===== config.mk =====
export PLATFORM = sky130hd
export DESIGN_NAME = pt_walker
export DESIGN_NICKNAME = d
export VERILOG_FILES = /design/src/rtl/ptw_pkg.sv /design/src/rtl/ptw_perm_check.sv /design/src/rtl/ptw_entry_addr.sv /design/src/rtl/ptw_leaf_pa.sv /design/src/rtl/pt_walker.sv
export SDC_FILE = /design/constraint.sdc
export NUM_CORES = 1
export LEC_CHECK = 0
export ABC_AREA = 1
export BUFFER_PORTS_ARGS = -buffer_cell sky130_fd_sc_hd__buf_2
export CORE_MARGIN = 2
export CORE_UTILIZATION = 30
export CTS_CLUSTER_SIZE = 8
export DETAILED_ROUTE_END_ITERATION = 7
export HOLD_SLACK_MARGIN = 0.02
export PLACE_DENSITY = 0.55
export SYNTH_ARGS = -nofsm -noshare
export SYNTH_HDL_FRONTEND = slang
export SYNTH_SLANG_ARGS = --single-unit

===== constraint.sdc =====
create_clock -name clk -period 2.2 [get_ports clk]
set_input_delay 0.11 -clock clk [delete_from_list [all_inputs] [get_ports clk]]
set_output_delay 0.11 -clock clk [all_outputs]
set_load 0.01 [all_outputs]

===== src/rtl/ptw_pkg.sv =====
package ptw_pkg;
    localparam int VA_W   = 39;
    localparam int PA_W   = 56;
    localparam int PPN_W  = 44;
    localparam int OFF_W  = 12;
    localparam int VPN_W  = 9;
    localparam int LEVELS = 3;
    localparam int LVL_W  = $clog2(LEVELS);
    localparam int PTE_W  = 64;
    localparam int PTE_SZ_SH = 3;
    localparam int CAUSE_W = 4;

    localparam int B_V = 0;
    localparam int B_R = 1;
    localparam int B_W = 2;
    localparam int B_X = 3;
    localparam int B_U = 4;
    localparam int B_A = 6;
    localparam int B_D = 7;
    localparam int PPN_LSB = 10;

    localparam logic [1:0] ACC_FETCH = 2'd0;
    localparam logic [1:0] ACC_LOAD  = 2'd1;
    localparam logic [1:0] ACC_STORE = 2'd2;

    localparam logic [CAUSE_W-1:0] CAUSE_FETCH_PF = 4'd12;
    localparam logic [CAUSE_W-1:0] CAUSE_LOAD_PF  = 4'd13;
    localparam logic [CAUSE_W-1:0] CAUSE_STORE_PF = 4'd15;

    typedef enum logic [2:0] {
        ST_IDLE,
        ST_RD_REQ,
        ST_RD_WAIT,
        ST_WR_REQ,
        ST_DONE
    } walk_state_e;

    typedef struct packed {
        walk_state_e          st;
        logic [LVL_W-1:0]     lvl;
        logic [VA_W-1:0]      va;
        logic [1:0]           acc;
        logic                 usr;
        logic                 sum;
        logic                 mxr;
        logic [PA_W-1:0]      base;
        logic [PA_W-1:0]      ent_addr;
        logic [PTE_W-1:0]     wdata;
        logic                 fault;
        logic [CAUSE_W-1:0]   cause;
        logic [PA_W-1:0]      pa;
    } walk_regs_t;

    function automatic logic [CAUSE_W-1:0] fault_cause(input logic [1:0] acc);
        case (acc)
            ACC_FETCH: fault_cause = CAUSE_FETCH_PF;
            ACC_LOAD:  fault_cause = CAUSE_LOAD_PF;
            default:   fault_cause = CAUSE_STORE_PF;
        endcase
    endfunction
endpackage


===== src/rtl/ptw_perm_check.sv =====
module ptw_perm_check
    import ptw_pkg::*;
(
    input  logic [7:0] flags,
    input  logic [1:0] acc,
    input  logic       usr,
    input  logic       sum,
    input  logic       mxr,
    output logic       allow
);
    logic is_fetch;
    logic mode_ok;
    logic kind_ok;

    always_comb begin
        is_fetch = (acc == ACC_FETCH);
        if (usr) begin
            mode_ok = flags[B_U];
        end else begin
            mode_ok = !(flags[B_U] && (!sum || is_fetch));
        end
        case (acc)
            ACC_FETCH: kind_ok = flags[B_X];
            ACC_LOAD:  kind_ok = flags[B_R] || (mxr && flags[B_X]);
            default:   kind_ok = flags[B_W];
        endcase
        allow = flags[B_V] && mode_ok && kind_ok;
    end
endmodule


===== src/rtl/ptw_entry_addr.sv =====
module ptw_entry_addr
    import ptw_pkg::*;
(
    input  logic [PA_W-1:0]  base,
    input  logic [VA_W-1:0]  va,
    input  logic [LVL_W-1:0] lvl,
    output logic [PA_W-1:0]  ent_addr
);
    logic [VPN_W-1:0] vpn_lv [LEVELS];
    logic [VPN_W-1:0] vpn_sel;

    for (genvar g = 0; g < LEVELS; g++) begin : g_vpn
        assign vpn_lv[g] = va[OFF_W + VPN_W*g +: VPN_W];
    end

    always_comb begin
        vpn_sel = '0;
        for (int i = 0; i < LEVELS; i++) begin
            if (lvl == LVL_W'(i)) vpn_sel = vpn_lv[i];
        end
        ent_addr = base + {{(PA_W-VPN_W-PTE_SZ_SH){1'b0}}, vpn_sel, {PTE_SZ_SH{1'b0}}};
    end
endmodule


===== src/rtl/ptw_leaf_pa.sv =====
module ptw_leaf_pa
    import ptw_pkg::*;
(
    input  logic [PPN_W-1:0] ppn,
    input  logic [VA_W-1:0]  va,
    input  logic [LVL_W-1:0] lvl,
    output logic             misaligned,
    output logic [PA_W-1:0]  pa
);
    logic [PPN_W-1:0] va_vpn;
    logic [PA_W-1:0]  pa_lv  [LEVELS];
    logic             mis_lv [LEVELS];

    assign va_vpn = PPN_W'(va[VA_W-1:OFF_W]);

    for (genvar g = 0; g < LEVELS; g++) begin : g_page
        localparam logic [PPN_W-1:0] LOMASK = PPN_W'((64'd1 << (VPN_W*g)) - 64'd1);
        assign mis_lv[g] = |(ppn & LOMASK);
        assign pa_lv[g]  = {(ppn & ~LOMASK) | (va_vpn & LOMASK), va[OFF_W-1:0]};
    end

    always_comb begin
        misaligned = 1'b0;
        pa         = '0;
        for (int i = 0; i < LEVELS; i++) begin
            if (lvl == LVL_W'(i)) begin
                misaligned = mis_lv[i];
                pa         = pa_lv[i];
            end
        end
    end
endmodule


===== src/rtl/pt_walker.sv =====
module pt_walker
    import ptw_pkg::*;
(
    input  logic              clk,
    input  logic              rst_n,
    input  logic              req_valid,
    output logic              req_ready,
    input  logic [38:0]       req_va,
    input  logic [1:0]        req_type,
    input  logic              req_user,
    input  logic              req_sum,
    input  logic              req_mxr,
    input  logic [43:0]       root_ppn,
    output logic              mem_req_valid,
    input  logic              mem_req_ready,
    output logic              mem_req_we,
    output logic [55:0]       mem_req_addr,
    output logic [63:0]       mem_req_wdata,
    input  logic              mem_rsp_valid,
    input  logic [63:0]       mem_rsp_data,
    output logic              res_valid,
    input  logic              res_ready,
    output logic              res_fault,
    output logic [3:0]        res_cause,
    output logic [55:0]       res_pa
);
    walk_regs_t r_d, r_q;

    logic [PA_W-1:0]  rd_addr;
    logic [PPN_W-1:0] rsp_ppn;
    logic             leaf_allow;
    logic             leaf_mis;
    logic [PA_W-1:0]  leaf_pa;
    logic             rsp_is_leaf;
    logic             ad_needed;
    logic [PTE_W-1:0] ad_value;

    assign rsp_ppn     = mem_rsp_data[PPN_LSB +: PPN_W];
    assign rsp_is_leaf = mem_rsp_data[B_R] || mem_rsp_data[B_X];

    ptw_entry_addr u_addr (
        .base     (r_q.base),
        .va       (r_q.va),
        .lvl      (r_q.lvl),
        .ent_addr (rd_addr)
    );

    ptw_perm_check u_perm (
        .flags (mem_rsp_data[7:0]),
        .acc   (r_q.acc),
        .usr   (r_q.usr),
        .sum   (r_q.sum),
        .mxr   (r_q.mxr),
        .allow (leaf_allow)
    );

    ptw_leaf_pa u_leaf (
        .ppn        (rsp_ppn),
        .va         (r_q.va),
        .lvl        (r_q.lvl),
        .misaligned (leaf_mis),
        .pa         (leaf_pa)
    );

    always_comb begin
        ad_needed = !mem_rsp_data[B_A] || ((r_q.acc == ACC_STORE) && !mem_rsp_data[B_D]);
        ad_value  = mem_rsp_data;
        ad_value[B_A] = 1'b1;
        if (r_q.acc == ACC_STORE) ad_value[B_D] = 1'b1;
    end

    always_comb begin
        r_d = r_q;
        case (r_q.st)
            ST_IDLE: begin
                if (req_valid) begin
                    r_d.st    = ST_RD_REQ;
                    r_d.lvl   = LVL_W'(LEVELS - 1);
                    r_d.va    = req_va;
                    r_d.acc   = req_type;
                    r_d.usr   = req_user;
                    r_d.sum   = req_sum;
                    r_d.mxr   = req_mxr;
                    r_d.base  = {root_ppn, {OFF_W{1'b0}}};
                    r_d.fault = 1'b0;
                    r_d.cause = '0;
                    r_d.pa    = '0;
                end
            end
            ST_RD_REQ: begin
                if (mem_req_ready) begin
                    r_d.st       = ST_RD_WAIT;
                    r_d.ent_addr = rd_addr;
                end
            end
            ST_RD_WAIT: begin
                if (mem_rsp_valid) begin
                    if (!mem_rsp_data[B_V]) begin
                        r_d.st    = ST_DONE;
                        r_d.fault = 1'b1;
                        r_d.cause = fault_cause(r_q.acc);
                    end else if (rsp_is_leaf) begin
                        if (!leaf_allow || leaf_mis) begin
                            r_d.st    = ST_DONE;
                            r_d.fault = 1'b1;
                            r_d.cause = fault_cause(r_q.acc);
                        end else begin
                            r_d.pa = leaf_pa;
                            if (ad_needed) begin
                                r_d.st    = ST_WR_REQ;
                                r_d.wdata = ad_value;
                            end else begin
                                r_d.st = ST_DONE;
                            end
                        end
                    end else if (r_q.lvl == '0) begin
                        r_d.st    = ST_DONE;
                        r_d.fault = 1'b1;
                        r_d.cause = fault_cause(r_q.acc);
                    end else begin
                        r_d.st   = ST_RD_REQ;
                        r_d.lvl  = r_q.lvl - 1'b1;
                        r_d.base = {rsp_ppn, {OFF_W{1'b0}}};
                    end
                end
            end
            ST_WR_REQ: begin
                if (mem_req_ready) r_d.st = ST_DONE;
            end
            ST_DONE: begin
                if (res_ready) r_d.st = ST_IDLE;
            end
            default: r_d.st = ST_IDLE;
        endcase
    end

    always_ff @(posedge clk or negedge rst_n) begin
        if (!rst_n) begin
            r_q <= '{st: ST_IDLE, default: '0};
        end else begin
            r_q <= r_d;
        end
    end

    assign req_ready     = (r_q.st == ST_IDLE);
    assign mem_req_valid = (r_q.st == ST_RD_REQ) || (r_q.st == ST_WR_REQ);
    assign mem_req_we    = (r_q.st == ST_WR_REQ);
    assign mem_req_addr  = (r_q.st == ST_WR_REQ) ? r_q.ent_addr : rd_addr;
    assign mem_req_wdata = r_q.wdata;
    assign res_valid     = (r_q.st == ST_DONE);
    assign res_fault     = r_q.fault;
    assign res_cause     = r_q.cause;
    assign res_pa        = r_q.pa;
endmodule


==> flow_summary.json, run 1 <==
{
  "ir_worst_vdd_uv": 639,
  "synth_mux_area_frac": 0.0272,
  "violations": "setup timing",
  "cp_cell_sequence": "buf_4, ha_4, buf_8, buf_4, nor2_4, o21bai_4, nand4_1, nor2_4, nand2_4, buf_12, buf_12, nand2_1, o21ai_0",
  "vias": 13380,
  "synthToLayoutAreaGrowth_pct": 36.5,
  "synth-edff-count": 0,
  "hold_violation_count_in_the_final_report": 0,
  "pwr_density_cell_mw_per_mm2": 1400,
  "setup_tns_ns": -7.63,
  "synth_largest_area_cell": "sky130_fd_sc_hd__dfrtp_1",
  "avgSynthCellArea_um2": 7.88,
  "critPathKind": "reg2reg",
  "io_buffer_count": 339,
  "fin_nets": 2340,
  "synth-warning-count": 0,
  "dominant_combinational_cell_family_by_area_after_synthesis": "simple AND/OR/NAND/NOR gates",
  "io_pins": 343,
  "source_of_the_critical_timing_path": "r_q[282]",
  "layout_worst_path_cycle_share": 1.07,
  "swShare": 0.428,
  "ys_async_sr_fraction": 1.00,
  "gr-total-overflow": 0,
  "worstPathRequired_ns": 2.62,
  "finalSetupViolCount": 68,
  "final_critical_path_setup_slack_ns": -0.158,
  "rsz0062_at_grt": "true",
  "clock_insertion_delay_worst_skew_ns": 0.54,
  "pwr-share-clk": 0.203,
  "final-max-slew-violation-count": 0,
  "design.core.area_mm2": 0.0465,
  "clock_tree_from_tritoncts": "done",
  "critical_path.max_stage_delay_ns": 0.39,
  "run_status": "finished with violations",
  "critPathTopFamily": "buffers and inverters",
  "drcViolationCount": 0,
  "mappedNetlistArea_mm2": 0.0141,
  "yosysMostFrequentCell": "sky130_fd_sc_hd__nand2_1",
  "post_synth_and_or_nand_nor_area_fraction": 0.246,
  "compound_gate_fraction_of_synth_area": 0.107,
  "synth_cells": 1786,
  "cellInternalPower_w": 0.0154,
  "final_cell_area_mm2": 0.0192,
  "post_route_cells_drive_above_1_share": 0.276,
  "worst_r2r_path_depth": 13,
  "reg2reg_from": "r_q[282]",
  "placed_cell_area_mm2": 0.0156,
  "hold_slack_ns": 0.0482,
  "fp-row-count": 79,
  "timing.max_cap.violations": 0,
  "fill_cells": 4694,
  "finalCriticalPeriod_ns": 2.36,
  "min_path_type": "in2reg",
  "x_dimension_of_the_die_um": 221,
  "totalPowerFinal_w": 0.0269,
  "worstReg2RegEnd": "mem_req_wdata[25]",
  "cp_data_arrival_time_ns": 2.78,
  "starting_density": 0.303,
  "detailedRoute.firstIterationViolations": 990,
  "drt-wirelength-per-cell_um": 19.0,
  "cp_num_buf_inv": 5,
  "clockBufferDepth": 3,
  "cts.reportedPaths.clkPinSlew_ns": 0.06,
  "grt_antenna_before_repair": 5,
  "fmax_ghz": 0.424,
  "synth.yosys.seq_area_share": 0.477,
  "worstSetupEndpointType": "register",
  "grt_first_pass_wirelength_um": 75500,
  "maximum_number_of_pins_on_one_net_before_global_route_repair": 81,
  "place.detailed.hpwl_um": 36200,
  "total_grt_usage": 0.204,
  "synth.distinct_cells": 39,
  "clock-root-buffer": "sky130_fd_sc_hd__clkbuf_16",
  "htreeDepth": 2,
  "critical_path_cell_count": 13,
  "pwr-share-comb": 0.482,
  "cp-endpoint": "mem_req_wdata[25]",
  "numCtsBuffers": 39,
  "seq_power_share": 0.315,
  "total_switching_power_w": 0.0115,
  "worst_slew_margin_rel": 0.570,
  "drt-total-wl_um": 53000,
  "cts.sink_count": 268,
  "worst-slew-pin-transition_ns": 0.645,
  "synth_adder_area_share": 0.00356,
  "chipHeight_um": 221,
  "fp.dieArea_mm2": 0.0487,
  "r2r_slack_ns": -0.16,
  "critical_path.max_fanout": 20,
  "cell_types_with_the_highest_counts_after_synthesis": "528 x sky130_fd_sc_hd__nand2_1, 268 x sky130_fd_sc_hd__dfrtp_1, 196 x sky130_fd_sc_hd__o21ai_0, 136 x sky130_fd_sc_hd__inv_1, 129 x sky130_fd_sc_hd__buf_4",
  "yosys_register_bits": 268,
  "route.antenna.remaining_nets": 0,
  "synth-xor-area-share": 0.00427,
  "critical-path-slowest-cell": "sky130_fd_sc_hd__dfrtp_1",
  "gp_congestion": 0.882,
  "firstDrtPassIters": 6,
  "leak_pwr_nw": 9.61,
  "avgViaCountPerCell": 4.79,
  "grt_pass1_vias": 12765,
  "postSynth.topFlopCell": "sky130_fd_sc_hd__dfrtp_1",
  "fin_worst_skew_ns": 0.0185,
  "crit_path_start_kind": "register",
  "netlist_top_cells_area": "sky130_fd_sc_hd__dfrtp_1 48%, sky130_fd_sc_hd__nand2_1 14%, sky130_fd_sc_hd__o21ai_0 7.0%",
  "synth_top_area_share": 0.477
}
[cell families (layout without fill, tap and decap cells)]
group,Yosys count,after routing
multiplexers,34,34
XOR/XNOR,6,6
AND/OR/NAND/NOR,818,818
buffers and inverters,365,757
AO/OA/AOI/OAI,290,290
other,1,10
adder cells (fa/ha/maj),4,4
flip-flops,268,268
[stage by stage]
stage	instances	setup WS [ns]	util
after floorplan	1789	0.0648	-
after global placement	2552	0.0923	0.336
after detailed placement	2552	0.00356	0.336
after CTS	2751	-0.217	0.397
after global routing	2793	-0.274	0.413
final	2794	-0.158	0.413
[timing repair]
item	in CTS	in global routing
gates cloned	0	13
setup endpoints to repair	44	101
hold buffers	148	0
pin swaps	19	19
setup buffers	9	25
resized for setup	64	112
hold endpoints to repair	451	0
[sequential cells by signal, indices dropped and copies added, names as in the netlist]
register,flops
res_pa,56
mem_req_wdata,63
r_q,146
res_cause,3
[power groups by stage]
stage          logic (W)  registers [W]  clock network, W
3_3_place_gp      0.0107        0.00841                 0
5_1_grt           0.0143        0.00870           0.00575
3_5_place_dp      0.0108        0.00847                 0
6_report          0.0130        0.00845           0.00545
4_1_cts           0.0118        0.00843           0.00560
2_1_floorplan    0.00781        0.00794                 0
[cells in the final DEF (no fill, tap or decap), drive strengths merged]
cell type and count:
nor2 108, nor3 13, nor4 3, a21boi 2
or2 5, ha 4, nand3 126, conb 4
buf 413, o21bai 1, and2 1, diode 6
xnor2 1, mux2 34, clkbuf 51, a21oi 30
inv 143, nand4 19, a21o 1, o21ai 226
dlygate4sd3 148, and3 1, clkinvlp 2, xor2 5
o211ai 1, a31oi 29, nand2 536, nand3b 6
dfrtp 268
[how the worst min path moves through the flow]
stage	startpoint	to	slack, ns	cells after the start
CTS	root_ppn[11]	r_q[204]	0.02	5
global placement	rst_n	mem_req_wdata[55]	0.06	1
detailed placement	rst_n	mem_req_wdata[55]	0.06	1
global route	mem_rsp_data[24]	mem_req_wdata[24]	0.06	4
finish	root_ppn[31]	r_q[224]	0.05	5
floorplan	rst_n	mem_req_wdata[10]	-0.19	0
[tightest hold or removal path, delay by kind of cell]
kind | cells | cell delay (ns)
buffers and inverters | 1 | 0.08
AND/OR/NAND/NOR | 2 | 0.16
AO/OA/AOI/OAI | 2 | 0.19
[per-layer routing]
metal / GRT usage / routed length [um] / vias to the layer above / part of all wire
met3: 0.0337 / 3120 / 108 / 0.059
met4: 0.0791 / 1710 / 0 / 0.032
met1: 0.287 / 23900 / 6412 / 0.45
met5: 0 / 0 / - / 0
met2: 0.312 / 24300 / 456 / 0.46
li1: - / - / 6404 / -
[layout make-up]
type	instances	area (um2)	share of cell area
Inverter	144	549	0.0286
Multi-Input combinational cell	1156	5900	0.307
Tap cell	607	759	0.0395
Clock buffer	44	1050	0.0545
Timing Repair inverter	1	5.00	0.000261
Sequential cell	268	6710	0.349
Antenna cell	6	15.0	0.000782
Timing Repair Buffer	568	4220	0.220
Power figures use the tool's default switching activity.
==> run 2, diff against run 1 <==
- CTS_BUF_LIST: not set -> sky130_fd_sc_hd__clkbuf_8
- HOLD_SLACK_MARGIN: 0.02 -> not set
==> run 2 against run 1 <==
The flow still finishes with violations (setup timing). Final cell count up 2.4%. Sequential cell count did not move. Final area rose by 3.5%. Sequential share of layout area is 1.2 points lower. Non-clock buffer count up 16. Critical path depth is 2 lower. Sequential power rose by 0.5%.
==> flow_summary.json, run 2 (same netlist as run 1, synthesis figures left out) <==
{
  "run_status": "finished with violations",
  "violations": "setup timing",
  "crit_path_start_kind": "register",
  "timing.hold.worst_endpoint": "r_q[241]",
  "critPathTopFamily": "buffers and inverters",
  "mostFrequentLayoutCells": "483 x sky130_fd_sc_hd__nand2_1, 319 x sky130_fd_sc_hd__buf_2, 267 x sky130_fd_sc_hd__dfrtp_1, 155 x sky130_fd_sc_hd__dlygate4sd3_1, 151 x sky130_fd_sc_hd__inv_1",
  "layout.cells.most_common": "sky130_fd_sc_hd__nand2_1",
  "final_critical_path_setup_slack_ns": -0.278,
  "setup_tns_ns": -1.99,
  "worst_slew_margin_rel": 0.563,
  "worst_path_most_repeated_cell": "sky130_fd_sc_hd__nand2_2",
  "worst-slew-pin-transition_ns": 0.655,
  "fin_worst_skew_ns": 0.0196,
  "firstDrtPassIters": 5,
  "ir_worst_vdd_uv": 685,
  "layout_worst_path_cycle_share": 1.13,
  "place.detailed.hpwl_um": 36200,
  "worstHoldStart": "req_valid",
  "gp_congestion": 0.882,
  "critical_path.max_stage_delay_ns": 0.41,
  "clock-root-buffer": "sky130_fd_sc_hd__clkbuf_8",
  "critical_path.max_fanout": 6,
  "grtUsageMet2": 0.319,
  "largest_register": "r_q",
  "reg2reg_from": "r_q[281]",
  "fp-row-count": 79,
  "total_grt_usage": 0.207,
  "grt_pass1_vias": 13058,
  "cp_num_buf_inv": 3,
  "chipHeight_um": 221,
  "grt_use_met1": 0.289,
  "finalSetupViolCount": 34,
  "drt-wirelength-per-cell_um": 19.3,
  "final-max-slew-violation-count": 0,
  "post_route_cells_drive_above_1_share": 0.303,
  "io_pins": 343,
  "drt-total-wl_um": 55300,
  "timing.max_cap.violations": 0,
  "maximum_number_of_pins_on_one_net_before_global_route_repair": 81,
  "fp.dieArea_mm2": 0.0487,
  "hold_violation_count_in_the_final_report": 0,
  "synthToLayoutAreaGrowth_pct": 41.3,
  "worstSetupEndpointType": "primary output",
  "design.core.area_mm2": 0.0465,
  "starting_density": 0.303,
  "avgViaCountPerCell": 4.79,
  "worst_r2r_path_depth": 12,
  "drcViolationCount": 0,
  "final_cell_area_mm2": 0.0199,
  "largest_register_ff_count": 146,
  "fmax_ghz": 0.404,
  "worstReg2RegEnd": "mem_req_wdata[40]",
  "gr-total-overflow": 0,
  "grt_first_pass_wirelength_um": 76700,
  "cts.sink_count": 268,
  "numCtsBuffers": 49,
  "cts.reportedPaths.clkPinSlew_ns": 0.06,
  "htreeDepth": 2,
  "r2r_slack_ns": -0.06,
  "clock_tree_from_tritoncts": "done",
  "hold_path_depth": 3,
  "leak_pwr_nw": 9.95,
  "worstPathRequired_ns": 2.09,
  "io_buffer_count": 339,
  "grt_most_used_layer": "met2",
  "grt_antenna_before_repair": 7,
  "clockBufferDepth": 3,
  "critical_path_cell_count": 11,
  "vias": 13698,
  "critical-path-slowest-cell": "sky130_fd_sc_hd__dfrtp_1",
  "critPathKind": "reg2out",
  "fin_nets": 2367,
  "detailedRoute.firstIterationViolations": 885,
  "pwr_density_cell_mw_per_mm2": 1370,
  "min_path_type": "in2reg",
  "finalCriticalPeriod_ns": 2.48,
  "rsz0062_at_grt": "true",
  "route.antenna.remaining_nets": 0,
  "clock_insertion_delay_worst_skew_ns": 0.62,
  "placed_cell_area_mm2": 0.0156,
  "grtUsageMet3": 0.0352,
  "fill_cells": 4647,
  "x_dimension_of_the_die_um": 221,
  "cp_cell_sequence": "inv_2, ha_4, buf_6, nand2_2, nand2_2, nor2_2, nor2_4, xor2_2, nand2_1, o21ai_1, buf_2",
  "cp_data_arrival_time_ns": 2.37
}
[run 2: cell count changes in the layout (fill, tap and decap cells not counted), sizes merged, moves of 2 or more]
cell,before,now
dlygate4sd3,148,155
clkbuf,51,71
inv,143,166
clkinv,0,10
bufinv,0,2
buf,413,415
[run 2: through the flow]
| stage | hold slack [ns] | power (W) | util | setup slack (ns) | std cells |
|---|---|---|---|---|---|
| 2_1_floorplan | -0.186 | 0.0157 | - | 0.0648 | 1789 |
| 3_3_place_gp | 0.0573 | 0.0192 | 0.336 | 0.0923 | 2552 |
| 3_5_place_dp | 0.0599 | 0.0193 | 0.336 | 0.00356 | 2552 |
| 4_1_cts | 0.00405 | 0.0257 | 0.401 | -0.293 | 2814 |
| 5_1_grt | 0.0262 | 0.0290 | 0.428 | -0.380 | 2860 |
| 6_report | 0.0459 | 0.0272 | 0.428 | -0.278 | 2860 |
[run 2: metal layers]
| metal | vias to the layer above | part of all wire | wire length [um] |
|---|---|---|---|
| li1 | 6494 | - | - |
| met1 | 6614 | 0.45 | 24700 |
| met2 | 469 | 0.46 | 25600 |
| met3 | 121 | 0.055 | 3040 |
| met4 | 0 | 0.036 | 2020 |
| met5 | - | 0 | 0 |
[run 2: worst max path at each step]
stage,start,end,slack (ns)
2_1_floorplan,r_q[281],mem_req_addr[4],0.06
3_3_place_gp,r_q[282],mem_req_addr[5],0.09
3_5_place_dp,r_q[282],mem_req_addr[8],0.004
4_1_cts,r_q[282],mem_req_addr[5],-0.29
5_1_grt,r_q[282],mem_req_addr[5],-0.38
6_report,r_q[282],mem_req_addr[5],-0.28
[run 2: cell type report]
type / count / area (um2) / share of cell area
diodes: 7 / 17.5 / 0.000881
flip-flops and latches: 268 / 6710 / 0.337
multi-input cells: 1156 / 6170 / 0.310
well taps: 607 / 759 / 0.0382
clock inverters: 34 / 196 / 0.00988
repair inverters: 2 / 20.0 / 0.00101
inverters: 144 / 557 / 0.0280
clock buffers: 58 / 798 / 0.0401
repair buffers: 584 / 4660 / 0.234
[run 2: timing repair]
item | 4_1_cts | 5_1_grt
cloned | 1 | 24
gates resized for setup | 83 | 184
pin swaps | 18 | 29
endpoints found under the setup margin | 54 | 77
hold buffers | 156 | 0
hold endpoints to repair | 464 | 0
buffers inserted | 15 | 18
[run 2: worst min-delay path, cell delays in order]
cell,delay (ns)
sky130_fd_sc_hd__buf_2,0.13
sky130_fd_sc_hd__nand2_2,0.25
sky130_fd_sc_hd__a21oi_1,0.11
[run 2: where the power goes]
part	switching [W]	internal (W)	total, W
Clock	0.00226	0.00263	0.00489
Sequential	0.00150	0.00700	0.00849
Combinational	0.00820	0.00557	0.0138
==> run 3, diff against run 2 <==
- RECOVER_POWER: not set -> 25
==> run 3 against run 2 <==
Critical path type unchanged. Sequential cell count is the same. The run still ends with setup timing left. Core utilization is 0.17 points lower. Critical endpoint unchanged. Largest cell class unchanged. Register-to-register slack about the same.
==> flow_summary.json, run 3 (same netlist as run 1, synthesis figures left out) <==
{
  "route.antenna.remaining_nets": 0,
  "worst-slew-pin-transition_ns": 1.35,
  "grt_antenna_before_repair": 7,
  "layout_worst_path_cycle_share": 1.13,
  "reg2reg_from": "r_q[281]",
  "layout.core_utilization": 0.426,
  "critical_path.max_fanout": 6,
  "cp-endpoint": "mem_req_addr[5]",
  "grt_pass1_vias": 13058,
  "fp-row-count": 79,
  "fin_nets": 2367,
  "cts.reportedPaths.clkPinSlew_ns": 0.06,
  "drt-total-wl_um": 55100,
  "vias": 13662,
  "cp_data_arrival_time_ns": 2.37,
  "drcViolationCount": 0,
  "hold_slack_ns": 0.0472,
  "gr-total-overflow": 0,
  "drt-wirelength-per-cell_um": 19.3,
  "largest_register": "r_q",
  "firstDrtPassIters": 5,
  "place.detailed.hpwl_um": 36200,
  "hold_path_depth": 3,
  "finalCriticalPeriod_ns": 2.48,
  "layout.cells.most_common": "sky130_fd_sc_hd__nand2_1",
  "critPathKind": "reg2out",
  "worstHoldStart": "req_valid",
  "regArea_mm2": 0.00671,
  "worstReg2RegEnd": "mem_req_wdata[40]",
  "run_status": "finished with violations",
  "violations": "setup timing",
  "worst_slew_margin_rel": 0.0977,
  "fmax_ghz": 0.404,
  "hold_violation_count_in_the_final_report": 0,
  "cts.sink_count": 268,
  "clock_tree_from_tritoncts": "done",
  "numCtsBuffers": 49,
  "source_of_the_critical_timing_path": "r_q[282]",
  "ir_worst_vdd_uv": 687,
  "clock_insertion_delay_worst_skew_ns": 0.62,
  "finalSetupViolCount": 31,
  "clockBufferDepth": 3,
  "grt_first_pass_wirelength_um": 76700,
  "multiInputGateArea_mm2": 0.00617,
  "fin_worst_skew_ns": 0.0189,
  "post_route_cells_drive_above_1_share": 0.302,
  "fill_cells": 4659,
  "timing.max_cap.violations": 0,
  "final-max-slew-violation-count": 0,
  "x_dimension_of_the_die_um": 221,
  "total_grt_usage": 0.207,
  "worstPathRequired_ns": 2.09,
  "fp.dieArea_mm2": 0.0487,
  "starting_density": 0.303,
  "maximum_number_of_pins_on_one_net_before_global_route_repair": 81,
  "rsz0062_at_grt": "true",
  "min_path_type": "in2reg",
  "mostFrequentLayoutCells": "483 x sky130_fd_sc_hd__nand2_1, 319 x sky130_fd_sc_hd__buf_2, 267 x sky130_fd_sc_hd__dfrtp_1, 155 x sky130_fd_sc_hd__dlygate4sd3_1, 151 x sky130_fd_sc_hd__inv_1",
  "htreeDepth": 2,
  "crit_path_start_kind": "register",
  "io_pins": 343,
  "largest_register_ff_count": 146,
  "io_buffer_count": 339,
  "worst_r2r_path_depth": 12,
  "design.core.area_mm2": 0.0465,
  "synthToLayoutAreaGrowth_pct": 40.8,
  "chipHeight_um": 221,
  "pwr_density_cell_mw_per_mm2": 1370,
  "worstSetupEndpointType": "primary output",
  "r2r_slack_ns": -0.06,
  "avgViaCountPerCell": 4.78,
  "final_critical_path_setup_slack_ns": -0.277,
  "clock-root-buffer": "sky130_fd_sc_hd__clkbuf_8",
  "detailedRoute.firstIterationViolations": 906,
  "gp_congestion": 0.882,
  "leak_pwr_nw": 9.92
}
## run 3: cell count changes in the layout (fill, tap and decap cells not counted)
cell	change
sky130_fd_sc_hd__buf_16	-1
sky130_fd_sc_hd__buf_4	-1
sky130_fd_sc_hd__buf_8	-1
sky130_fd_sc_hd__clkbuf_4	+2
sky130_fd_sc_hd__buf_12	-3
sky130_fd_sc_hd__clkbuf_2	+2
sky130_fd_sc_hd__clkbuf_1	+2
## run 3: layout make-up
type | instances | area share
repair inverters | 2 | 0.00101
well taps | 607 | 0.0383
clock buffers | 58 | 0.0403
diodes | 7 | 0.000884
multi-input cells | 1156 | 0.311
repair buffers | 584 | 0.231
flip-flops and latches | 268 | 0.339
inverters | 144 | 0.0281
clock inverters | 34 | 0.00992
## run 3: power by group
part	total (W)	switching (W)	leakage, nW	internal, W
registers	0.00848	0.00149	3.45	0.00700
clock network	0.00488	0.00225	0.596	0.00263
logic	0.0137	0.00818	5.87	0.00555
total	0.0271	0.0119	9.92	0.0152
## run 3: worst max-delay path: stages (launching register included)
cell,delay (ns)
sky130_fd_sc_hd__dfrtp_1,0.41
sky130_fd_sc_hd__inv_2,0.12
sky130_fd_sc_hd__ha_4,0.21
sky130_fd_sc_hd__buf_6,0.14
sky130_fd_sc_hd__nand2_2,0.05
sky130_fd_sc_hd__nand2_2,0.07
sky130_fd_sc_hd__nor2_2,0.05
sky130_fd_sc_hd__nor2_4,0.14
sky130_fd_sc_hd__xor2_2,0.23
sky130_fd_sc_hd__nand2_1,0.07
sky130_fd_sc_hd__o21ai_1,0.09
sky130_fd_sc_hd__buf_2,0.16
## run 3: repair_timing
| action | CTS | global route |
|---|---|---|
| endpoints found under the hold margin | 464 | 0 |
| hold buffers | 156 | 0 |
| gates resized for setup | 83 | 184 |
| endpoints found under the setup margin | 54 | 77 |
| setup buffers | 15 | 18 |
| pin swaps | 18 | 29 |
| gates cloned | 1 | 24 |
## run 3: per-layer routing
layer / up-vias / share of wire / global-route usage
li1: 6489 / - / -
met1: 6559 / 0.44 / 0.289
met2: 489 / 0.46 / 0.319
met3: 125 / 0.063 / 0.0352
met4: 0 / 0.037 / 0.0829
met5: - / 0 / 0
## run 3: per-stage QoR
step	setup slack, ns	power (W)	TNS (ns)	cell area (um2)	instances
detailed placement	0.00356	0.0193	0	15600	2552
finish	-0.277	0.0271	-2.16	19800	2860
CTS	-0.293	0.0257	-2.01	18600	2814
global route	-0.380	0.0290	-6.58	19800	2860
floorplan	0.0648	0.0157	0	14100	1789
global placement	0.0923	0.0192	0	15600	2552
## run 3: worst min path at each step
stage / end / slack [ns]
after floorplan: mem_req_wdata[10] / -0.19
after global placement: mem_req_wdata[55] / 0.06
after detailed placement: mem_req_wdata[55] / 0.06
after CTS: r_q[241] / 0.004
after global routing: r_q[241] / 0.03
final: r_q[241] / 0.05
